==> config.mk <==
export PLATFORM = sky130hd
export DESIGN_NAME = wwdg_top
export DESIGN_NICKNAME = d
export VERILOG_FILES = /design/src/rtl/wwdg_pkg.sv /design/src/rtl/wwdg_prescaler.sv /design/src/rtl/wwdg_counter.sv /design/src/rtl/wwdg_fsm.sv /design/src/rtl/wwdg_top.sv
export SDC_FILE = /design/constraint.sdc
export NUM_CORES = 1
export LEC_CHECK = 0
export BUFFER_PORTS_ARGS = -buffer_cell sky130_fd_sc_hd__buf_2
export CAP_MARGIN = 40
export CORE_AREA = 5 5 72 74
export DETAILED_ROUTE_END_ITERATION = 10
export DIE_AREA = 0 0 77 79
export REMOVE_ABC_BUFFERS = 1
export SLEW_MARGIN = 30
export SYNTH_ARGS = -nofsm -noshare
export SYNTH_HDL_FRONTEND = slang
export SYNTH_SLANG_ARGS = --single-unit
export TNS_END_PERCENT = 5
==> constraint.sdc <==
create_clock -name clk -period 2.3 [get_ports clk]
set_input_delay 0.46 -clock clk [delete_from_list [all_inputs] [get_ports clk]]
set_output_delay 0.46 -clock clk [all_outputs]
set_load 0.03 [all_outputs]
==> src/rtl/wwdg_pkg.sv <==
package wwdg_pkg;
    typedef enum logic [1:0] {
        ST_IDLE = 2'd0,
        ST_RUN  = 2'd1,
        ST_FIRE = 2'd2
    } wd_state_t;
endpackage

==> src/rtl/wwdg_prescaler.sv <==
module wwdg_prescaler #(
    parameter int BASE_DIV = 4096,
    parameter int SEL_W    = 2
) (
    input  logic             clk,
    input  logic             rst_n,
    input  logic             run_i,
    input  logic             restart_i,
    input  logic [SEL_W-1:0] sel_i,
    output logic             tick_o
);
    localparam int MAX_SHIFT = (1 << SEL_W) - 1;
    localparam int PCNT_W    = $clog2(BASE_DIV << MAX_SHIFT);

    logic [PCNT_W-1:0] pcnt_q;
    logic [PCNT_W-1:0] limit;

    always_comb begin
        limit  = PCNT_W'((BASE_DIV << sel_i) - 1);
        tick_o = run_i && (pcnt_q >= limit);
    end

    always_ff @(posedge clk) begin
        if (!rst_n || !run_i || restart_i) begin
            pcnt_q <= '0;
        end else if (pcnt_q >= limit) begin
            pcnt_q <= '0;
        end else begin
            pcnt_q <= pcnt_q + 1'b1;
        end
    end
endmodule

==> src/rtl/wwdg_counter.sv <==
module wwdg_counter #(
    parameter int CNT_W = 7
) (
    input  logic             clk,
    input  logic             rst_n,
    input  logic             clear_i,
    input  logic             load_i,
    input  logic [CNT_W-1:0] load_val_i,
    input  logic             dec_i,
    input  logic             win_wr_i,
    input  logic [CNT_W-1:0] win_val_i,
    output logic [CNT_W-1:0] cnt_o,
    output logic [CNT_W-1:0] win_o,
    output logic             floor_o,
    output logic             early_o
);
    localparam logic [CNT_W-1:0] LOW_LIMIT = CNT_W'(1) << (CNT_W - 1);

    logic [CNT_W-1:0] cnt_q;
    logic [CNT_W-1:0] win_q;

    always_ff @(posedge clk) begin
        if (!rst_n || clear_i) begin
            cnt_q <= '1;
        end else if (load_i) begin
            cnt_q <= load_val_i;
        end else if (dec_i) begin
            cnt_q <= cnt_q - 1'b1;
        end
    end

    always_ff @(posedge clk) begin
        if (!rst_n || clear_i) begin
            win_q <= '1;
        end else if (win_wr_i) begin
            win_q <= win_val_i;
        end
    end

    always_comb begin
        cnt_o   = cnt_q;
        win_o   = win_q;
        floor_o = (cnt_q <= LOW_LIMIT);
        early_o = (cnt_q > win_q);
    end
endmodule

==> src/rtl/wwdg_fsm.sv <==
module wwdg_fsm
    import wwdg_pkg::*;
(
    input  logic      clk,
    input  logic      rst_n,
    input  logic      arm_i,
    input  logic      refresh_i,
    input  logic      tick_i,
    input  logic      early_i,
    input  logic      floor_i,
    output wd_state_t state_o,
    output logic      run_o,
    output logic      load_o,
    output logic      dec_o,
    output logic      restart_o,
    output logic      clear_o,
    output logic      fire_o
);
    wd_state_t state_q;
    wd_state_t state_d;

    always_ff @(posedge clk) begin
        if (!rst_n) begin
            state_q <= ST_IDLE;
        end else begin
            state_q <= state_d;
        end
    end

    always_comb begin
        state_d = state_q;
        unique case (state_q)
            ST_IDLE: if (arm_i) state_d = ST_RUN;
            ST_RUN: begin
                if (refresh_i) begin
                    if (early_i) state_d = ST_FIRE;
                end else if (tick_i && floor_i) begin
                    state_d = ST_FIRE;
                end
            end
            ST_FIRE: state_d = ST_IDLE;
            default: state_d = ST_IDLE;
        endcase
    end

    always_comb begin
        run_o     = 1'b0;
        load_o    = 1'b0;
        dec_o     = 1'b0;
        restart_o = 1'b0;
        clear_o   = 1'b0;
        fire_o    = 1'b0;
        unique case (state_q)
            ST_IDLE: load_o = refresh_i;
            ST_RUN: begin
                run_o     = 1'b1;
                load_o    = refresh_i && !early_i;
                restart_o = refresh_i && !early_i;
                dec_o     = !refresh_i && tick_i && !floor_i;
            end
            ST_FIRE: begin
                clear_o = 1'b1;
                fire_o  = 1'b1;
            end
            default: clear_o = 1'b1;
        endcase
        state_o = state_q;
    end
endmodule

==> src/rtl/wwdg_top.sv <==
module wwdg_top
    import wwdg_pkg::*;
#(
    parameter int BASE_DIV = 4096,
    parameter int CNT_W    = 7,
    parameter int SEL_W    = 2
) (
    input  logic             clk,
    input  logic             rst_n,
    input  logic             arm_i,
    input  logic             refresh_i,
    input  logic [CNT_W-1:0] refresh_val_i,
    input  logic             win_wr_i,
    input  logic [CNT_W-1:0] win_val_i,
    input  logic [SEL_W-1:0] presc_sel_i,
    output logic             wdg_rst_o
);
    wd_state_t        state;
    logic             run, load, dec, restart, clear, fire, tick;
    logic             floor_hit, early;
    logic [CNT_W-1:0] cnt, win;

    wwdg_fsm u_fsm (
        .clk       (clk),
        .rst_n     (rst_n),
        .arm_i     (arm_i),
        .refresh_i (refresh_i),
        .tick_i    (tick),
        .early_i   (early),
        .floor_i   (floor_hit),
        .state_o   (state),
        .run_o     (run),
        .load_o    (load),
        .dec_o     (dec),
        .restart_o (restart),
        .clear_o   (clear),
        .fire_o    (fire)
    );

    wwdg_prescaler #(.BASE_DIV(BASE_DIV), .SEL_W(SEL_W)) u_presc (
        .clk       (clk),
        .rst_n     (rst_n),
        .run_i     (run),
        .restart_i (restart),
        .sel_i     (presc_sel_i),
        .tick_o    (tick)
    );

    wwdg_counter #(.CNT_W(CNT_W)) u_cnt (
        .clk        (clk),
        .rst_n      (rst_n),
        .clear_i    (clear),
        .load_i     (load),
        .load_val_i (refresh_val_i),
        .dec_i      (dec),
        .win_wr_i   (win_wr_i),
        .win_val_i  (win_val_i),
        .cnt_o      (cnt),
        .win_o      (win),
        .floor_o    (floor_hit),
        .early_o    (early)
    );

    assign wdg_rst_o = fire;
endmodule

Yosys cells after proc, flatten, opt, wreduce, memory -nomap -nowiden
Index checks and enable logic that the tools add are counted.
{ "classes": {"n_shift": 1, "n_reduce_logical": 18, "n_eq_ne": 5, "add_sub_neg": 3, "n_mux": 13, "magnitude_cmp": 3} }
{ "ops": {"columns": ["op", "n"], "rows": [
  ["adder 15 x 1 -> 15 bit, second input constant", 1],
  ["greater-or-equal comparator 15 bit", 1],
  ["<< shifter 13 x 2 -> 15 bit, first input constant", 1],
  ["subtractor 15 x 2 -> 15 bit, second input constant", 1],
  ["2-to-1 mux 7 bit", 2],
  ["2-to-1 mux 2 bit", 4],
  ["> comparator 7 bit", 1],
  ["less-or-equal comparator 7 bit, second input constant", 1],
  ["subtractor 7 x 1 -> 7 bit, second input constant", 1],
  ["!= test 3 x 2 -> 1 bit, second input constant", 2],
  ["logical AND 1 bit", 5],
  ["zero test 1 bit", 5],
  ["2-to-1 mux 1 bit", 5],
  ["one-hot mux 2 bit (2 select lines)", 1],
  ["OR reduction 2 bit", 2],
  ["logical OR 1 bit", 3],
  ["AND reduction 3 bit", 1],
  ["== test 2 x 1 -> 1 bit, second input constant", 1],
  ["== test 2 bit, second input constant", 1],
  ["zero test 2 bit", 1],
  ["!= test 2 bit, second input constant", 1],
  ["one-hot mux 1 bit (2 select lines)", 1],
  ["nonzero test 2 bit", 1]
]} }
{ "word_totals": {"output_inout_bits": 1, "word_cells": 47, "register_bits": 31} }

Depth between registers and ports, before layout
Gate-level depths: netlist (run 1).
{ "logic_depth": {"word_depth": 9, "ltp_mapped": 8, "mapped_depth_nobuf": 7} }

Hierarchy
From an unflattened synthesis (run 1), not the netlist that was laid out.
{ "hier_totals": {"cells_unflattened": 197, "hier_area_um2": 1714.1} }
{ "modules_own_cells": {"columns": ["module", "instances", "cells_per_inst", "area_each_um2"], "rows": [
  ["wwdg_counter", 1, 92, 809.5],
  ["wwdg_prescaler", 1, 88, 757.0],
  ["wwdg_fsm", 1, 17, 147.6]
]} }

Worst setup path after synthesis (run 1)
No wires, ideal clock.
{ "synth_path": {"path_kind": "in2reg", "start": "input presc_sel_i[0]", "end": "register u_fsm.state_q[0], in the netlist u_fsm.state_o[0]", "t_arrival_ns": 1.825, "cell_stages": 7, "slack_ns": 0.356, "path_cell_list": "nand2_1 > ha_1 > nand4_1 > and4bb_4 > a21oi_1 > mux2_2 > o221a_2"} }
{ "synth_between": {"elab_chain_cells": 7} }
{ "synth_rtl": {"columns": ["item", "line", "text"], "rows": [
  ["from (decl)", "wwdg_top.sv:15", "input logic [SEL_W-1:0] presc_sel_i,"],
  ["<< shifter 13 x 2 -> 15 bit", "wwdg_prescaler.sv:19", "limit = PCNT_W'((BASE_DIV << sel_i) - 1);"],
  ["subtractor 15 x 2 -> 15 bit", "wwdg_prescaler.sv:19", null],
  ["greater-or-equal comparator 15 bit", "wwdg_prescaler.sv:20", "tick_o = run_i && (pcnt_q >= limit);"],
  ["logical AND 1 bit", "wwdg_prescaler.sv:20", null],
  ["logical AND 1 bit", "wwdg_fsm.sv:37", "end else if (tick_i && floor_i) begin"],
  ["!= test 3 x 2 -> 1 bit (no source line)", null, null],
  ["AND reduction 3 bit (no source line)", null, null],
  ["to (signal assigned)", "wwdg_fsm.sv:26", "state_q <= state_d;"],
  ["to (decl)", "wwdg_fsm.sv:19", "wd_state_t state_q;"]
]} }
Every way passes these cells.
A chain may end at the register's enable or synchronous reset.

Worst setup path in the final report (run 1)
{ "layout_path": {"start": "register u_cnt.cnt_q[2], in the netlist u_cnt.cnt_o[2]", "end": "register u_cnt.cnt_q[1], in the netlist u_cnt.cnt_o[1]"} }
{ "layout_between": {"elab_chain_cells": 5} }
{ "layout_rtl": {"columns": ["item", "line", "text"], "rows": [
  ["from (decl)", "wwdg_counter.sv:19", "logic [CNT_W-1:0] cnt_q;"],
  ["from (signal assigned)", "wwdg_counter.sv:26", "cnt_q <= load_val_i;"],
  ["from (signal assigned)", "wwdg_counter.sv:28", "cnt_q <= cnt_q - 1'b1;"],
  ["> comparator 7 bit or less-or-equal comparator 7 bit (tied branches)", "wwdg_counter.sv:44, wwdg_counter.sv:43", null],
  ["zero test 1 bit, on equally long branches", "wwdg_fsm.sv:57, wwdg_fsm.sv:59", null],
  ["logical AND 1 bit, on equally long branches", "wwdg_fsm.sv:57, wwdg_fsm.sv:59", null],
  ["one-hot mux 1 bit (2 select lines) or 2-to-1 mux 1 bit (tied branches)", "wwdg_fsm.sv:53", "unique case (state_q)"],
  ["2-to-1 mux 7 bit or nonzero test 2 bit (tied branches)", null, null]
]} }
Several ways; a longest one is shown, not always the timed one.

==> results of run 1 <==
-- layout by cell type (no fill, tap or decap), types with 6 or more instances in the layout --
| cell type | instances |
|---|---|
| sky130_fd_sc_hd__ha_1 | 13 |
| sky130_fd_sc_hd__nor2_1 | 21 |
| sky130_fd_sc_hd__nand2_1 | 20 |
| sky130_fd_sc_hd__xor2_1 | 10 |
| sky130_fd_sc_hd__nor3_1 | 6 |
| sky130_fd_sc_hd__o21ai_0 | 7 |
| sky130_fd_sc_hd__a21oi_1 | 9 |
| sky130_fd_sc_hd__clkbuf_8 | 6 |
| sky130_fd_sc_hd__inv_1 | 12 |
| sky130_fd_sc_hd__buf_2 | 21 |
| sky130_fd_sc_hd__dfxtp_1 | 31 |
| sky130_fd_sc_hd__o211ai_1 | 7 |
| sky130_fd_sc_hd__nand3_1 | 12 |
-- through the flow --
step / util / cell area (um^2) / worst slack, ns / total power [mW]
2_1_floorplan: - / 1700 / 0.356 / 0.794
3_3_place_gp: 0.419 / 1900 / 0.166 / 0.883
3_5_place_dp: 0.419 / 1900 / 0.138 / 0.884
4_1_cts: 0.445 / 2020 / 0.151 / 1.45
5_1_grt: 0.446 / 2020 / 0.117 / 1.52
6_report: 0.446 / 2020 / 0.272 / 1.44
-- final timing paths --
path                            slack [ns]                         from                          end  cells after the start
worst max register to register        0.27  u_cnt.cnt_o[2]$_SDFFE_PP1P_  u_cnt.cnt_o[1]$_SDFFE_PP1P_                      7
worst min register to register        0.48  u_cnt.win_o[0]$_SDFFE_PP1P_  u_cnt.win_o[0]$_SDFFE_PP1P_                      2
worst max-delay path                  0.27  u_cnt.cnt_o[2]$_SDFFE_PP1P_  u_cnt.cnt_o[1]$_SDFFE_PP1P_                      7
worst min-delay path                  0.39             refresh_val_i[1]  u_cnt.cnt_o[1]$_SDFFE_PP1P_                      3
-- final cells by class --
cell class | instances | area, um^2 | area share
Clock buffer | 6 | 82.6 | 0.0408
Inverter | 12 | 45.0 | 0.0223
Sequential cell | 31 | 621 | 0.307
Clock inverter | 2 | 35.0 | 0.0173
Tap cell | 54 | 67.6 | 0.0334
Multi-Input combinational cell | 154 | 1040 | 0.514
Timing Repair Buffer | 25 | 133 | 0.0656
-- power groups by stage --
stage | combinational (mW) | sequential, mW | clock [mW]
global route | 0.308 | 0.614 | 0.603
global placement | 0.263 | 0.621 | 0
floorplan | 0.183 | 0.611 | 0
detailed placement | 0.264 | 0.620 | 0
finish | 0.270 | 0.608 | 0.559
CTS | 0.266 | 0.608 | 0.573
-- critical path, cell delays in order, from the launching register on --
cell                       delay (ns)
sky130_fd_sc_hd__dfxtp_1         0.44
sky130_fd_sc_hd__ha_1            0.29
sky130_fd_sc_hd__and3_1          0.19
sky130_fd_sc_hd__a41oi_1         0.35
sky130_fd_sc_hd__o21ai_1         0.23
sky130_fd_sc_hd__clkbuf_2        0.19
sky130_fd_sc_hd__a21oi_1         0.14
sky130_fd_sc_hd__o31ai_1         0.08
-- per-layer routing --
metal  part of all wire  vias to the layer above  track usage
met5                  0                        -            0
met4              0.019                        0       0.0567
met3              0.034                        8       0.0351
met2               0.47                       20        0.200
met1               0.47                      672        0.157
li1                   -                      776            -
-- what timing repair did --
item,in CTS,in global routing
hold endpoints to repair,0,0
setup endpoints to repair,0,1
gates resized for setup,0,1
-- state kept, by name, indices dropped and copies added (netlist names) --
| name | cells |
|---|---|
| u_fsm.state_o | 2 |
| u_cnt.cnt_o | 7 |
| u_presc.pcnt_q | 15 |
| u_cnt.win_o | 7 |
-- kinds of logic (layout without fill, tap and decap cells) --
group | count (synthesis) | after routing | share of synthesized area
XOR/XNOR | 13 | 13 | 0.0654
AND/OR/NAND/NOR | 86 | 86 | 0.265
buffers and inverters | 17 | 45 | 0.0467
AO/OA/AOI/OAI | 40 | 40 | 0.161
flip-flops | 31 | 31 | 0.357
multiplexers | 2 | 2 | 0.0122
adder cells (fa/ha/maj) | 13 | 13 | 0.0935
==> summary.json, run 1 <==
{
  "post_synth_most_frequent_cells": {"value": "sky130_fd_sc_hd__dfxtp_1 (31), sky130_fd_sc_hd__nor2_1 (21), sky130_fd_sc_hd__nand2_1 (20), sky130_fd_sc_hd__ha_1 (13)"},
  "cts-htree-levels": {"value": 2},
  "synth_top_cell_area_share": {"value": 0.357},
  "clock_insertion_delay_worst_skew": {"value": 0.28, "unit": "ns"},
  "number_of_violations_of_the_max_capacitance_limit": {"value": 0},
  "floorplan.die.width": {"value": 77, "unit": "um"},
  "seq_area_frac_synth": {"value": 0.357},
  "cts_tree": {"value": "yes"},
  "grt.overflow.total": {"value": 0},
  "max-slew-margin-rel": {"value": 0.711},
  "drive_gt1_frac": {"value": 0.213},
  "finalWirelength": {"value": 3640, "unit": "um"},
  "clock_tree.root_cell": {"value": "sky130_fd_sc_hd__clkbuf_8"},
  "final.setup_skew": {"value": 0.00300, "unit": "ns"},
  "power-per-cell-area": {"value": 711, "unit": "mW/mm^2"},
  "synth_cell_types": {"value": 46},
  "hold_viol_final": {"value": 0},
  "grt_pass1_wl": {"value": 6170, "unit": "um"},
  "finalHoldWorstSlack": {"value": 0.386, "unit": "ns"},
  "timing.critical_path.fanout_max": {"value": 6},
  "core_area": {"value": 0.00454, "unit": "mm^2"},
  "maxSlewViolCount": {"value": 0},
  "postCtsHoldBufs": {"value": 0},
  "worstHoldPathType": {"value": "in2reg"},
  "switching_share": {"value": 0.278},
  "avgViaCountPerCell": {"value": 5.20},
  "grt_pass1_vias": {"value": 1399},
  "setup_viol": {"value": 0},
  "ctsLongestPathBuffers": {"value": 2},
  "ys_seq_elements": {"value": 31},
  "clock.fmax": {"value": 493, "unit": "MHz"},
  "antenna_found_initial": {"value": 0},
  "power_frac_comb": {"value": 0.188},
  "num-fill-cells": {"value": 449},
  "num_antenna_cells": {"value": 0},
  "worst_pin_slew": {"value": 0.433, "unit": "ns"},
  "wire_per_inst": {"value": 12.8, "unit": "um"},
  "chipHeight": {"value": 79, "unit": "um"},
  "initial_utilization": {"value": 0.384},
  "grt_setup_unrepaired": {"value": "false"},
  "drt-initial-drc-count": {"value": 48},
  "grt_max_degree": {"value": 16},
  "seq_power_share": {"value": 0.423},
  "die_footprint": {"value": 0.00608, "unit": "mm^2"},
  "overall_track_demand_over_capacity_in_global_routing": {"value": 0.125},
  "final.min_clock_period": {"value": 2.03, "unit": "ns"},
  "ys_top_cells_by_area": {"value": "sky130_fd_sc_hd__dfxtp_1 (36%), sky130_fd_sc_hd__ha_1 (9.3%), sky130_fd_sc_hd__xor2_1 (5.0%)"},
  "final_weighted_congestion_in_routability_driven_placement": {"value": 0.851},
  "cts-buffers-inserted": {"value": 5},
  "synth_area_leader_cell": {"value": "sky130_fd_sc_hd__dfxtp_1"},
  "numnets_final": {"value": 263},
  "drt_drc_violations_left": {"value": 0},
  "number_of_standard_cells_in_the_layout_taps_in_and_fillers_out": {"value": 284},
  "synth-edff-count": {"value": 0},
  "cp-end-kind": {"value": "register"},
  "io_buffer_count": {"value": 21},
  "via_count": {"value": 1476},
  "synthCells": {"value": 202},
  "final_antenna_net_count": {"value": 0},
  "internal-power": {"value": 1.04, "unit": "mW"},
  "arrival": {"value": 2.20, "unit": "ns"},
  "design.portCount": {"value": 22},
  "p_sw": {"value": 399, "unit": "uW"},
  "rows": {"value": 25},
  "power.static_leakage": {"value": 0.835, "unit": "nW"},
  "kind_of_start_point_of_the_critical_path": {"value": "register"},
  "dp.final_hpwl": {"value": 2730, "unit": "um"},
  "final.setup.tns": {"value": 0, "unit": "ns"},
  "timing.final.crit_share": {"value": 0.882},
  "synth-async-reset-ratio": {"value": 0},
  "cts_setup_buffers": {"value": 0},
  "cts.sink_count": {"value": 31},
  "critical_path_required": {"value": 2.47, "unit": "ns"},
  "synth_warnings": {"value": 0},
  "drt_first_pass_iters": {"value": 4},
  "post-place-cells": {"value": 275},
  "timing.setup.critical_path_class": {"value": "reg2reg"},
  "syn2layout_area_growth": {"value": 16.2, "unit": "%"},
  "share_clk_of_total_power": {"value": 0.389},
  "ys_dominant_reg_cell": {"value": "sky130_fd_sc_hd__dfxtp_1"},
  "vdd_ir_drop_max": {"value": 473, "unit": "uV"},
  "synthesis.area_per_instance": {"value": 8.62, "unit": "um^2"},
  "synth.cell_area": {"value": 0.00174, "unit": "mm^2"},
  "outcome": {"value": "finished clean"},
  "clk_pin_slew": {"value": 0.07, "unit": "ns"},
  "synth.most_common_cell": {"value": "sky130_fd_sc_hd__dfxtp_1"}
}
(Power assumes the default switching activity.)
==> inputs of run 2 (changes only) <==
- SKIP_LAST_GASP: not set -> 1
- SYNTH_HIERARCHICAL: not set -> 1
==> summary.json, run 2 <==
{
  "synthesis.area_per_instance": {"value": 8.70, "unit": "um^2", "change": "was 8.62 um^2"},
  "rows": {"value": 25, "change": "unchanged"},
  "number_of_cells_traversed_by_the_worst_hold_path": {"value": 3, "change": "unchanged"},
  "synth.most_common_cell": {"value": "sky130_fd_sc_hd__dfxtp_1", "change": "unchanged"},
  "critical_path.reg2reg.endpoint": {"value": "u_cnt/cnt_o[3]$_SDFFE_PP1P_", "change": "was u_cnt.cnt_o[1]$_SDFFE_PP1P_"},
  "chipHeight": {"value": 79, "unit": "um", "change": "unchanged"},
  "setup_viol": {"value": 7, "change": "was 0"},
  "r2r.worst_path.cells": {"value": 10, "change": "was 7"},
  "critical_path.reg2reg.startpoint": {"value": "u_presc/pcnt_q[14]$_SDFF_PP0_", "change": "was u_cnt.cnt_o[2]$_SDFFE_PP1P_"},
  "finalWirelength": {"value": 3570, "unit": "um", "change": "was 3640 um"},
  "wire_per_inst": {"value": 11.7, "unit": "um", "change": "was 12.8 um"},
  "num-fill-cells": {"value": 450, "change": "was 449"},
  "numnets_final": {"value": 282, "change": "was 263"},
  "ys_dominant_reg_cell": {"value": "sky130_fd_sc_hd__dfxtp_1", "change": "unchanged"},
  "syn2layout_area_growth": {"value": 30.2, "unit": "%", "change": "was 16.2%"},
  "power.static_leakage": {"value": 0.960, "unit": "nW", "change": "was 0.835 nW"},
  "preCtsSetupSlack": {"value": -0.475, "unit": "ns", "change": "was 0.138 ns"},
  "holdCritStartpoint": {"value": "win_val_i[3]", "change": "was refresh_val_i[1]"},
  "cp-end-kind": {"value": "register", "change": "unchanged"},
  "cp_top_family": {"value": "simple AND/OR/NAND/NOR gates", "change": "was compound AO/OA/AOI/OAI gates"},
  "crit_path_frequent_cell": {"value": "sky130_fd_sc_hd__or3_4"},
  "synth_top_cell_area_share": {"value": 0.362, "change": "was 0.357"},
  "clock_tree.root_cell": {"value": "sky130_fd_sc_hd__clkbuf_8", "change": "unchanged"},
  "final.setup_skew": {"value": 0.00628, "unit": "ns", "change": "was 0.00300 ns"},
  "ctsLongestPathBuffers": {"value": 2, "change": "unchanged"},
  "drt_drc_violations_left": {"value": 0, "change": "unchanged"},
  "worst_path_largest_cell_delay": {"value": 0.34, "unit": "ns", "change": "was 0.44 ns"},
  "avgViaCountPerCell": {"value": 4.76, "change": "was 5.20"},
  "layout.cells.most_common_list": {"value": "sky130_fd_sc_hd__buf_4 (30), sky130_fd_sc_hd__nand2_1 (29), sky130_fd_sc_hd__dfxtp_1 (28)", "change": "was sky130_fd_sc_hd__dfxtp_1 (31), sky130_fd_sc_hd__nor2_1 (21), sky130_fd_sc_hd__buf_2 (21)"},
  "io_buffer_count": {"value": 21, "change": "unchanged"},
  "synth-edff-count": {"value": 0, "change": "unchanged"},
  "via_count": {"value": 1447, "change": "was 1476"},
  "synth_area_leader_cell": {"value": "sky130_fd_sc_hd__dfxtp_1", "change": "unchanged"},
  "num_antenna_cells": {"value": 0, "change": "unchanged"},
  "final.setup.tns": {"value": -0.300, "unit": "ns", "change": "was 0 ns"},
  "timing.final.ws_setup": {"value": -0.0845, "unit": "ns", "change": "was 0.272 ns"},
  "cts_tree": {"value": "yes", "change": "unchanged"},
  "maxSlewViolCount": {"value": 0, "change": "unchanged"},
  "kind_of_start_point_of_the_critical_path": {"value": "primary input", "change": "was register"},
  "final.min_clock_period": {"value": 2.38, "unit": "ns", "change": "was 2.03 ns"},
  "critPathSlowestCell": {"value": "sky130_fd_sc_hd__or3_4", "change": "was sky130_fd_sc_hd__dfxtp_1"},
  "timing.final.crit_share": {"value": 1.04, "change": "was 0.882"},
  "timing.critical_path.fanout_max": {"value": 3, "change": "was 6"},
  "timing.setup.critical_path_class": {"value": "in2reg", "change": "was reg2reg"},
  "finish.instance_area": {"value": 0.00223, "unit": "mm^2", "change": "was 0.00202 mm^2"},
  "synth_cell_types": {"value": 43, "change": "was 46"},
  "drive_gt1_frac": {"value": 0.320, "change": "was 0.213"},
  "core_area": {"value": 0.00454, "unit": "mm^2", "change": "unchanged"},
  "r2r_slack": {"value": -0.07, "unit": "ns", "change": "was 0.27 ns"},
  "antenna_found_initial": {"value": 0, "change": "unchanged"},
  "cts-buffers-inserted": {"value": 5, "change": "unchanged"},
  "initial_utilization": {"value": 0.378, "change": "was 0.384"},
  "power-per-cell-area": {"value": 556, "unit": "mW/mm^2", "change": "was 711 mW/mm^2"},
  "grt.overflow.total": {"value": 0, "change": "unchanged"},
  "layout_commonest_cell": {"value": "sky130_fd_sc_hd__buf_4", "change": "was sky130_fd_sc_hd__dfxtp_1"},
  "die_footprint": {"value": 0.00608, "unit": "mm^2", "change": "unchanged"},
  "grt_pass1_vias": {"value": 1508, "change": "was 1399"},
  "largest_reg_flops": {"value": 15, "change": "unchanged"},
  "outcome": {"value": "finished, violations left", "change": "was finished clean"},
  "clk_pin_slew": {"value": 0.06, "unit": "ns", "change": "was 0.07 ns"},
  "worstHoldEndpoint": {"value": "u_cnt/win_o[3]$_SDFFE_PP1P_", "change": "was u_cnt.cnt_o[1]$_SDFFE_PP1P_"},
  "worstPathCellList": {"value": "buf_2 > nand2_2 > ha_4 > nand3_1 > or3_4 > or3_4 > a21boi_2 > and3_4 > nor4b_4 > xor2_1 > mux2i_1 > nand2_1", "change": "was ha_1 > and3_1 > a41oi_1 > o21ai_1 > clkbuf_2 > a21oi_1 > o31ai_1"},
  "design.portCount": {"value": 22, "change": "unchanged"},
  "ys_top_cells_by_area": {"value": "sky130_fd_sc_hd__dfxtp_1 (36%), sky130_fd_sc_hd__ha_1 (8.8%), sky130_fd_sc_hd__nand2_1 (6.6%)", "change": "was sky130_fd_sc_hd__dfxtp_1 (36%), sky130_fd_sc_hd__ha_1 (9.3%), sky130_fd_sc_hd__xor2_1 (5.0%)"},
  "synth-async-reset-ratio": {"value": 0, "change": "unchanged"},
  "clock.fmax": {"value": 419, "unit": "MHz", "change": "was 493 MHz"},
  "failed_checks": {"value": "negative setup slack"},
  "synth.cell_area": {"value": 0.00171, "unit": "mm^2", "change": "was 0.00174 mm^2"},
  "worst_pin_slew": {"value": 0.526, "unit": "ns", "change": "was 0.433 ns"},
  "max-slew-margin-rel": {"value": 0.647, "change": "was 0.711"},
  "final_weighted_congestion_in_routability_driven_placement": {"value": 0.762, "change": "was 0.851"},
  "cts-htree-levels": {"value": 2, "change": "unchanged"},
  "vdd_ir_drop_max": {"value": 319, "unit": "uV", "change": "was 473 uV"},
  "hold_viol_final": {"value": 0, "change": "unchanged"},
  "grt_setup_unrepaired": {"value": "true", "change": "was false"},
  "arrival": {"value": 2.53, "unit": "ns", "change": "was 2.20 ns"},
  "registers.top_by_ff_count": {"value": "u_presc/pcnt_q", "change": "was u_presc.pcnt_q"},
  "clock_insertion_delay_worst_skew": {"value": 0.27, "unit": "ns", "change": "was 0.28 ns"},
  "synthCells": {"value": 197, "change": "was 202"},
  "seq_area_frac_synth": {"value": 0.362, "change": "was 0.357"},
  "floorplan.die.width": {"value": 77, "unit": "um", "change": "unchanged"},
  "postPlaceCellArea": {"value": 0.00208, "unit": "mm^2", "change": "was 0.00190 mm^2"},
  "post_synth_most_frequent_cells": {"value": "sky130_fd_sc_hd__dfxtp_1 (31), sky130_fd_sc_hd__nand2_1 (30), sky130_fd_sc_hd__nor2_1 (20), sky130_fd_sc_hd__inv_1 (13)", "change": "was sky130_fd_sc_hd__dfxtp_1 (31), sky130_fd_sc_hd__nor2_1 (21), sky130_fd_sc_hd__nand2_1 (20), sky130_fd_sc_hd__ha_1 (13)"},
  "worstHoldPathType": {"value": "in2reg", "change": "unchanged"},
  "cts_setup_buffers": {"value": 0, "change": "unchanged"},
  "cts.sink_count": {"value": 31, "change": "unchanged"},
  "drt-initial-drc-count": {"value": 34, "change": "was 48"},
  "critPathBufInv": {"value": 1, "change": "unchanged"},
  "critical_path_required": {"value": 2.45, "unit": "ns", "change": "was 2.47 ns"},
  "dp.final_hpwl": {"value": 2670, "unit": "um", "change": "was 2730 um"},
  "final_antenna_net_count": {"value": 0, "change": "unchanged"},
  "number_of_violations_of_the_max_capacitance_limit": {"value": 0, "change": "unchanged"},
  "ys_seq_elements": {"value": 31, "change": "unchanged"},
  "overall_track_demand_over_capacity_in_global_routing": {"value": 0.125, "change": "about the same"},
  "grt_pass1_wl": {"value": 6330, "unit": "um", "change": "was 6170 um"},
  "synth_warnings": {"value": 6, "change": "was 0"},
  "drt_first_pass_iters": {"value": 4, "change": "unchanged"},
  "grt_max_degree": {"value": 15, "change": "was 16"},
  "crit_path_start": {"value": "presc_sel_i[1]", "change": "was u_cnt.cnt_o[2]$_SDFFE_PP1P_"}
}
[run 2: how the worst max path moves through the flow]
stage	end	slack (ns)	cells past startpoint
after global placement	u_cnt/cnt_o[2]$_SDFFE_PP1P_	-0.41	13
after global routing	u_cnt/cnt_o[4]$_SDFFE_PP1P_	-0.23	12
final	u_cnt/cnt_o[3]$_SDFFE_PP1P_	-0.08	12
after detailed placement	u_cnt/cnt_o[3]$_SDFFE_PP1P_	-0.48	12
after floorplan	u_cnt/cnt_o[3]$_SDFFE_PP1P_	-0.40	11
after CTS	u_cnt/cnt_o[3]$_SDFFE_PP1P_	-0.05	12
[run 2: final cells by class]
| type | instances | area, um^2 | area share |
|---|---|---|---|
| timing repair buffer | 52 | 342 | 0.153 |
| multi-input combinational | 146 | 1070 | 0.479 |
| clock buffer | 7 | 76.3 | 0.0342 |
| tap | 54 | 67.6 | 0.0303 |
| sequential | 31 | 624 | 0.280 |
| inverter | 13 | 48.8 | 0.0219 |
| clock inverter | 1 | 5.00 | 0.00224 |
[run 2: repair_timing]
| item | in CTS | in global routing |
|---|---|---|
| endpoints found under the setup margin | 7 | 18 |
| hold buffers | 0 | 0 |
| gates resized for setup | 5 | 7 |
| pin swaps | 8 | 3 |
[run 2: routing by layer]
layer	up-vias	wire length, um	track usage
met3	2	101	0.0351
met5	-	0	0
met4	0	14	0.0378
li1	780	-	-
met1	651	1580	0.138
met2	14	1870	0.233
[run 2: per-stage QoR]
stage           util  hold WS, ns  power [mW]  std cells
6_report       0.492        0.397        1.24        304
5_1_grt        0.492        0.389        1.32        304
3_3_place_gp   0.459        0.451       0.841        296
3_5_place_dp   0.459        0.460       0.846        296
4_1_cts        0.482        0.385        1.26        304
2_1_floorplan      -        0.430       0.740        190
[run 2: kinds of logic (layout without fill, tap and decap cells)]
logic type,count (synthesis),after routing,share of synthesized area
buffers and inverters,20,73,0.0511
AO/OA/AOI/OAI,29,29,0.120
adder cells (fa/ha/maj),12,12,0.0876
flip-flops,31,31,0.362
multiplexers,5,5,0.0292
AND/OR/NAND/NOR,82,82,0.258
XOR/XNOR,18,18,0.0920
[run 2: worst reg2reg max path: stages (launching register included)]
cell and delay [ns]:
sky130_fd_sc_hd__dfxtp_2 0.34, sky130_fd_sc_hd__ha_4 0.27, sky130_fd_sc_hd__nand3_1 0.07, sky130_fd_sc_hd__or3_4 0.33
sky130_fd_sc_hd__or3_4 0.34, sky130_fd_sc_hd__a21boi_2 0.17, sky130_fd_sc_hd__and3_4 0.22, sky130_fd_sc_hd__nor4b_4 0.23
sky130_fd_sc_hd__xor2_1 0.10, sky130_fd_sc_hd__mux2i_1 0.13, sky130_fd_sc_hd__nand2_1 0.06
[run 2: report_power, final]
part           leakage [nW]  switching (mW)  total (mW)  internal (mW)
sequential            0.255          0.0168       0.582          0.565
clock                0.0422           0.191       0.403          0.212
combinational         0.662           0.129       0.256          0.128
==> inputs of run 3 (changes only) <==
- GPL_ROUTABILITY_DRIVEN: not set -> 0
- clock period: 2.3 -> 3 ns (I/O delays scaled with it)
==> summary.json, run 3 (same netlist as run 2, synthesis figures left out) <==
{
  "critical_path_required": {"value": 3.15, "unit": "ns", "change": "was 2.45 ns"},
  "internal-power": {"value": 684, "unit": "uW", "change": "was 905 uW"},
  "rows": {"value": 25, "change": "unchanged"},
  "ctsLongestPathBuffers": {"value": 2, "change": "unchanged"},
  "critPathSlowestCell": {"value": "sky130_fd_sc_hd__or3_1", "change": "was sky130_fd_sc_hd__or3_4"},
  "timing.final.crit_share": {"value": 0.892},
  "arrival": {"value": 2.82, "unit": "ns", "change": "was 2.53 ns"},
  "worstPathCellList": {"value": "buf_2 > nand2_1 > ha_1 > nand3_1 > or3_4 > or3_1 > a21boi_1 > and3_1 > buf_4 > nand2_1 > xnor2_1 > mux2i_1 > nand2_1", "change": "was buf_2 > nand2_2 > ha_4 > nand3_1 > or3_4 > or3_4 > a21boi_2 > and3_4 > nor4b_4 > xor2_1 > mux2i_1 > nand2_1"},
  "clock.fmax": {"value": 374, "unit": "MHz"},
  "p_sw": {"value": 250, "unit": "uW", "change": "was 336 uW"},
  "cts-htree-levels": {"value": 2, "change": "unchanged"},
  "maxSlewViolCount": {"value": 0, "change": "unchanged"},
  "cts-buffers-inserted": {"value": 5, "change": "unchanged"},
  "grt_max_degree": {"value": 15, "change": "unchanged"},
  "kind_of_start_point_of_the_critical_path": {"value": "primary input", "change": "unchanged"},
  "floorplan.die.width": {"value": 77, "unit": "um", "change": "unchanged"},
  "avgViaCountPerCell": {"value": 4.88, "change": "was 4.76"},
  "final_antenna_net_count": {"value": 0, "change": "unchanged"},
  "clock_tree.root_cell": {"value": "sky130_fd_sc_hd__clkbuf_8", "change": "unchanged"},
  "seq_power_share": {"value": 0.488, "change": "was 0.469"},
  "grt_pass1_vias": {"value": 1240, "change": "was 1508"},
  "power.static_leakage": {"value": 0.821, "unit": "nW", "change": "was 0.960 nW"},
  "final_util": {"value": 0.435, "change": "was 0.492"},
  "worst_pin_slew": {"value": 0.518, "unit": "ns", "change": "was 0.526 ns"},
  "num-fill-cells": {"value": 446, "change": "was 450"},
  "cts_tree": {"value": "yes", "change": "unchanged"},
  "drt-initial-drc-count": {"value": 45, "change": "was 34"},
  "switching_share": {"value": 0.268, "change": "was 0.271"},
  "wire_per_inst": {"value": 11.4, "unit": "um", "change": "was 11.7 um"},
  "final.setup.tns": {"value": 0, "unit": "ns", "change": "was -0.300 ns"},
  "worst_path_largest_cell_delay": {"value": 0.40, "unit": "ns", "change": "was 0.34 ns"},
  "cts-resized-gates": {"value": 0, "change": "was 5"},
  "num_antenna_cells": {"value": 0, "change": "unchanged"},
  "timing.critical_path.fanout_max": {"value": 6, "change": "was 3"},
  "cts_setup_buffers": {"value": 0, "change": "unchanged"},
  "timing.final.ws_setup": {"value": 0.323, "unit": "ns", "change": "was -0.0845 ns"},
  "initial_utilization": {"value": 0.378, "change": "unchanged"},
  "design.portCount": {"value": 22, "change": "unchanged"},
  "postCtsHoldBufs": {"value": 0, "change": "unchanged"},
  "number_of_violations_of_the_max_capacitance_limit": {"value": 0, "change": "unchanged"},
  "grt.overflow.total": {"value": 0, "change": "unchanged"},
  "drive_gt1_frac": {"value": 0.202, "change": "was 0.320"},
  "multi_input_comb_area": {"value": 0.00101, "unit": "mm^2", "change": "was 0.00107 mm^2"},
  "layout.cells.most_common_list": {"value": "sky130_fd_sc_hd__dfxtp_1 (31), sky130_fd_sc_hd__nand2_1 (30), sky130_fd_sc_hd__buf_2 (21)", "change": "was sky130_fd_sc_hd__buf_4 (30), sky130_fd_sc_hd__nand2_1 (29), sky130_fd_sc_hd__dfxtp_1 (28)"},
  "overall_track_demand_over_capacity_in_global_routing": {"value": 0.111, "change": "was 0.125"},
  "grt_pass1_wl": {"value": 5510, "unit": "um", "change": "was 6330 um"},
  "worstHoldPathType": {"value": "reg2reg", "change": "was in2reg"},
  "cp_top_family": {"value": "simple AND/OR/NAND/NOR gates", "change": "unchanged"},
  "antenna_found_initial": {"value": 0, "change": "unchanged"},
  "clk_pin_slew": {"value": 0.06, "unit": "ns", "change": "about the same"},
  "dp.final_hpwl": {"value": 2380, "unit": "um", "change": "was 2670 um"},
  "timing.setup.critical_path_class": {"value": "in2reg", "change": "unchanged"},
  "post-place-cells": {"value": 270, "change": "was 296"},
  "die_footprint": {"value": 0.00608, "unit": "mm^2", "change": "unchanged"},
  "chipHeight": {"value": 79, "unit": "um", "change": "unchanged"},
  "finalWirelength": {"value": 3160, "unit": "um", "change": "was 3570 um"},
  "final.setup_skew": {"value": 0.00424, "unit": "ns", "change": "was 0.00628 ns"},
  "via_count": {"value": 1352, "change": "was 1447"},
  "grt_setup_unrepaired": {"value": "false", "change": "was true"},
  "vdd_ir_drop_max": {"value": 341, "unit": "uV", "change": "was 319 uV"},
  "power-per-cell-area": {"value": 474, "unit": "mW/mm^2", "change": "was 556 mW/mm^2"},
  "critPathBufInv": {"value": 2, "change": "was 1"},
  "outcome": {"value": "finished clean", "change": "was finished, violations left"},
  "number_of_standard_cells_in_the_layout_taps_in_and_fillers_out": {"value": 277, "change": "was 304"},
  "cp-end-kind": {"value": "register", "change": "unchanged"},
  "cts.sink_count": {"value": 31, "change": "unchanged"},
  "sequential_cell_area": {"value": 621, "unit": "um^2", "change": "was 624 um^2"},
  "postPlaceCellArea": {"value": 0.00189, "unit": "mm^2", "change": "was 0.00208 mm^2"},
  "share_clk_of_total_power": {"value": 0.351, "change": "was 0.325"},
  "power_frac_comb": {"value": 0.161, "change": "was 0.206"},
  "crit_path_frequent_cell": {"value": "sky130_fd_sc_hd__nand2_1", "change": "was sky130_fd_sc_hd__or3_4"},
  "max-slew-margin-rel": {"value": 0.655, "change": "was 0.647"},
  "drt_first_pass_iters": {"value": 4, "change": "unchanged"},
  "registers.top_by_ff_count": {"value": "u_presc/pcnt_q", "change": "unchanged"},
  "clock_insertion_delay_worst_skew": {"value": 0.27, "unit": "ns", "change": "about the same"},
  "core_area": {"value": 0.00454, "unit": "mm^2", "change": "unchanged"},
  "layout_commonest_cell": {"value": "sky130_fd_sc_hd__dfxtp_1", "change": "was sky130_fd_sc_hd__buf_4"},
  "hold_viol_final": {"value": 0, "change": "unchanged"},
  "numnets_final": {"value": 256, "change": "was 282"},
  "final.min_clock_period": {"value": 2.68, "unit": "ns"},
  "syn2layout_area_growth": {"value": 15.1, "unit": "%", "change": "was 30.2%"},
  "finish.instance_area": {"value": 0.00197, "unit": "mm^2", "change": "was 0.00223 mm^2"},
  "preCtsSetupSlack": {"value": 0.0361, "unit": "ns", "change": "was -0.475 ns"},
  "io_buffer_count": {"value": 21, "change": "unchanged"},
  "largest_reg_flops": {"value": 15, "change": "unchanged"},
  "drt_drc_violations_left": {"value": 0, "change": "unchanged"},
  "setup_viol": {"value": 0, "change": "was 7"}
}
[run 3: cell type report]
cell class / count / area share
sequential: 31 / 0.315
clock buffer: 6 / 0.0419
clock inverter: 1 / 0.00254
timing repair buffer: 26 / 0.0723
multi-input combinational: 146 / 0.510
inverter: 13 / 0.0247
tap: 54 / 0.0342
[run 3: final timing paths]
check	from	to	slack (ns)	cells after the start
max	presc_sel_i[1]	u_cnt/cnt_o[2]$_SDFFE_PP1P_	0.32	13
min	u_presc/pcnt_q[0]$_SDFF_PP0_	u_presc/pcnt_q[0]$_SDFF_PP0_	0.48	1
max reg2reg	u_presc/pcnt_q[13]$_SDFF_PP0_	u_cnt/cnt_o[2]$_SDFFE_PP1P_	0.45	11
min reg2reg	u_presc/pcnt_q[0]$_SDFF_PP0_	u_presc/pcnt_q[0]$_SDFF_PP0_	0.48	1
[run 3: power by group through the flow]
| stage | sequential [mW] | clock (mW) | combinational [mW] |
|---|---|---|---|
| detailed placement | 0.466 | 0 | 0.151 |
| CTS | 0.456 | 0.344 | 0.152 |
| global route | 0.460 | 0.366 | 0.174 |
| global placement | 0.465 | 0 | 0.150 |
| floorplan | 0.460 | 0 | 0.107 |
| finish | 0.456 | 0.328 | 0.150 |
[run 3: routing by layer]
metal,wire length [um],GRT usage
met5,0,0
met4,27,0.0361
met3,123,0.0363
met2,1500,0.182
met1,1510,0.137
[run 3: through the flow]
step / power (mW) / hold WS (ns)
after floorplan: 0.567 / 0.430
after global placement: 0.615 / 0.448
after detailed placement: 0.617 / 0.455
after CTS: 0.953 / 0.476
after global routing: 0.999 / 0.500
final: 0.934 / 0.476
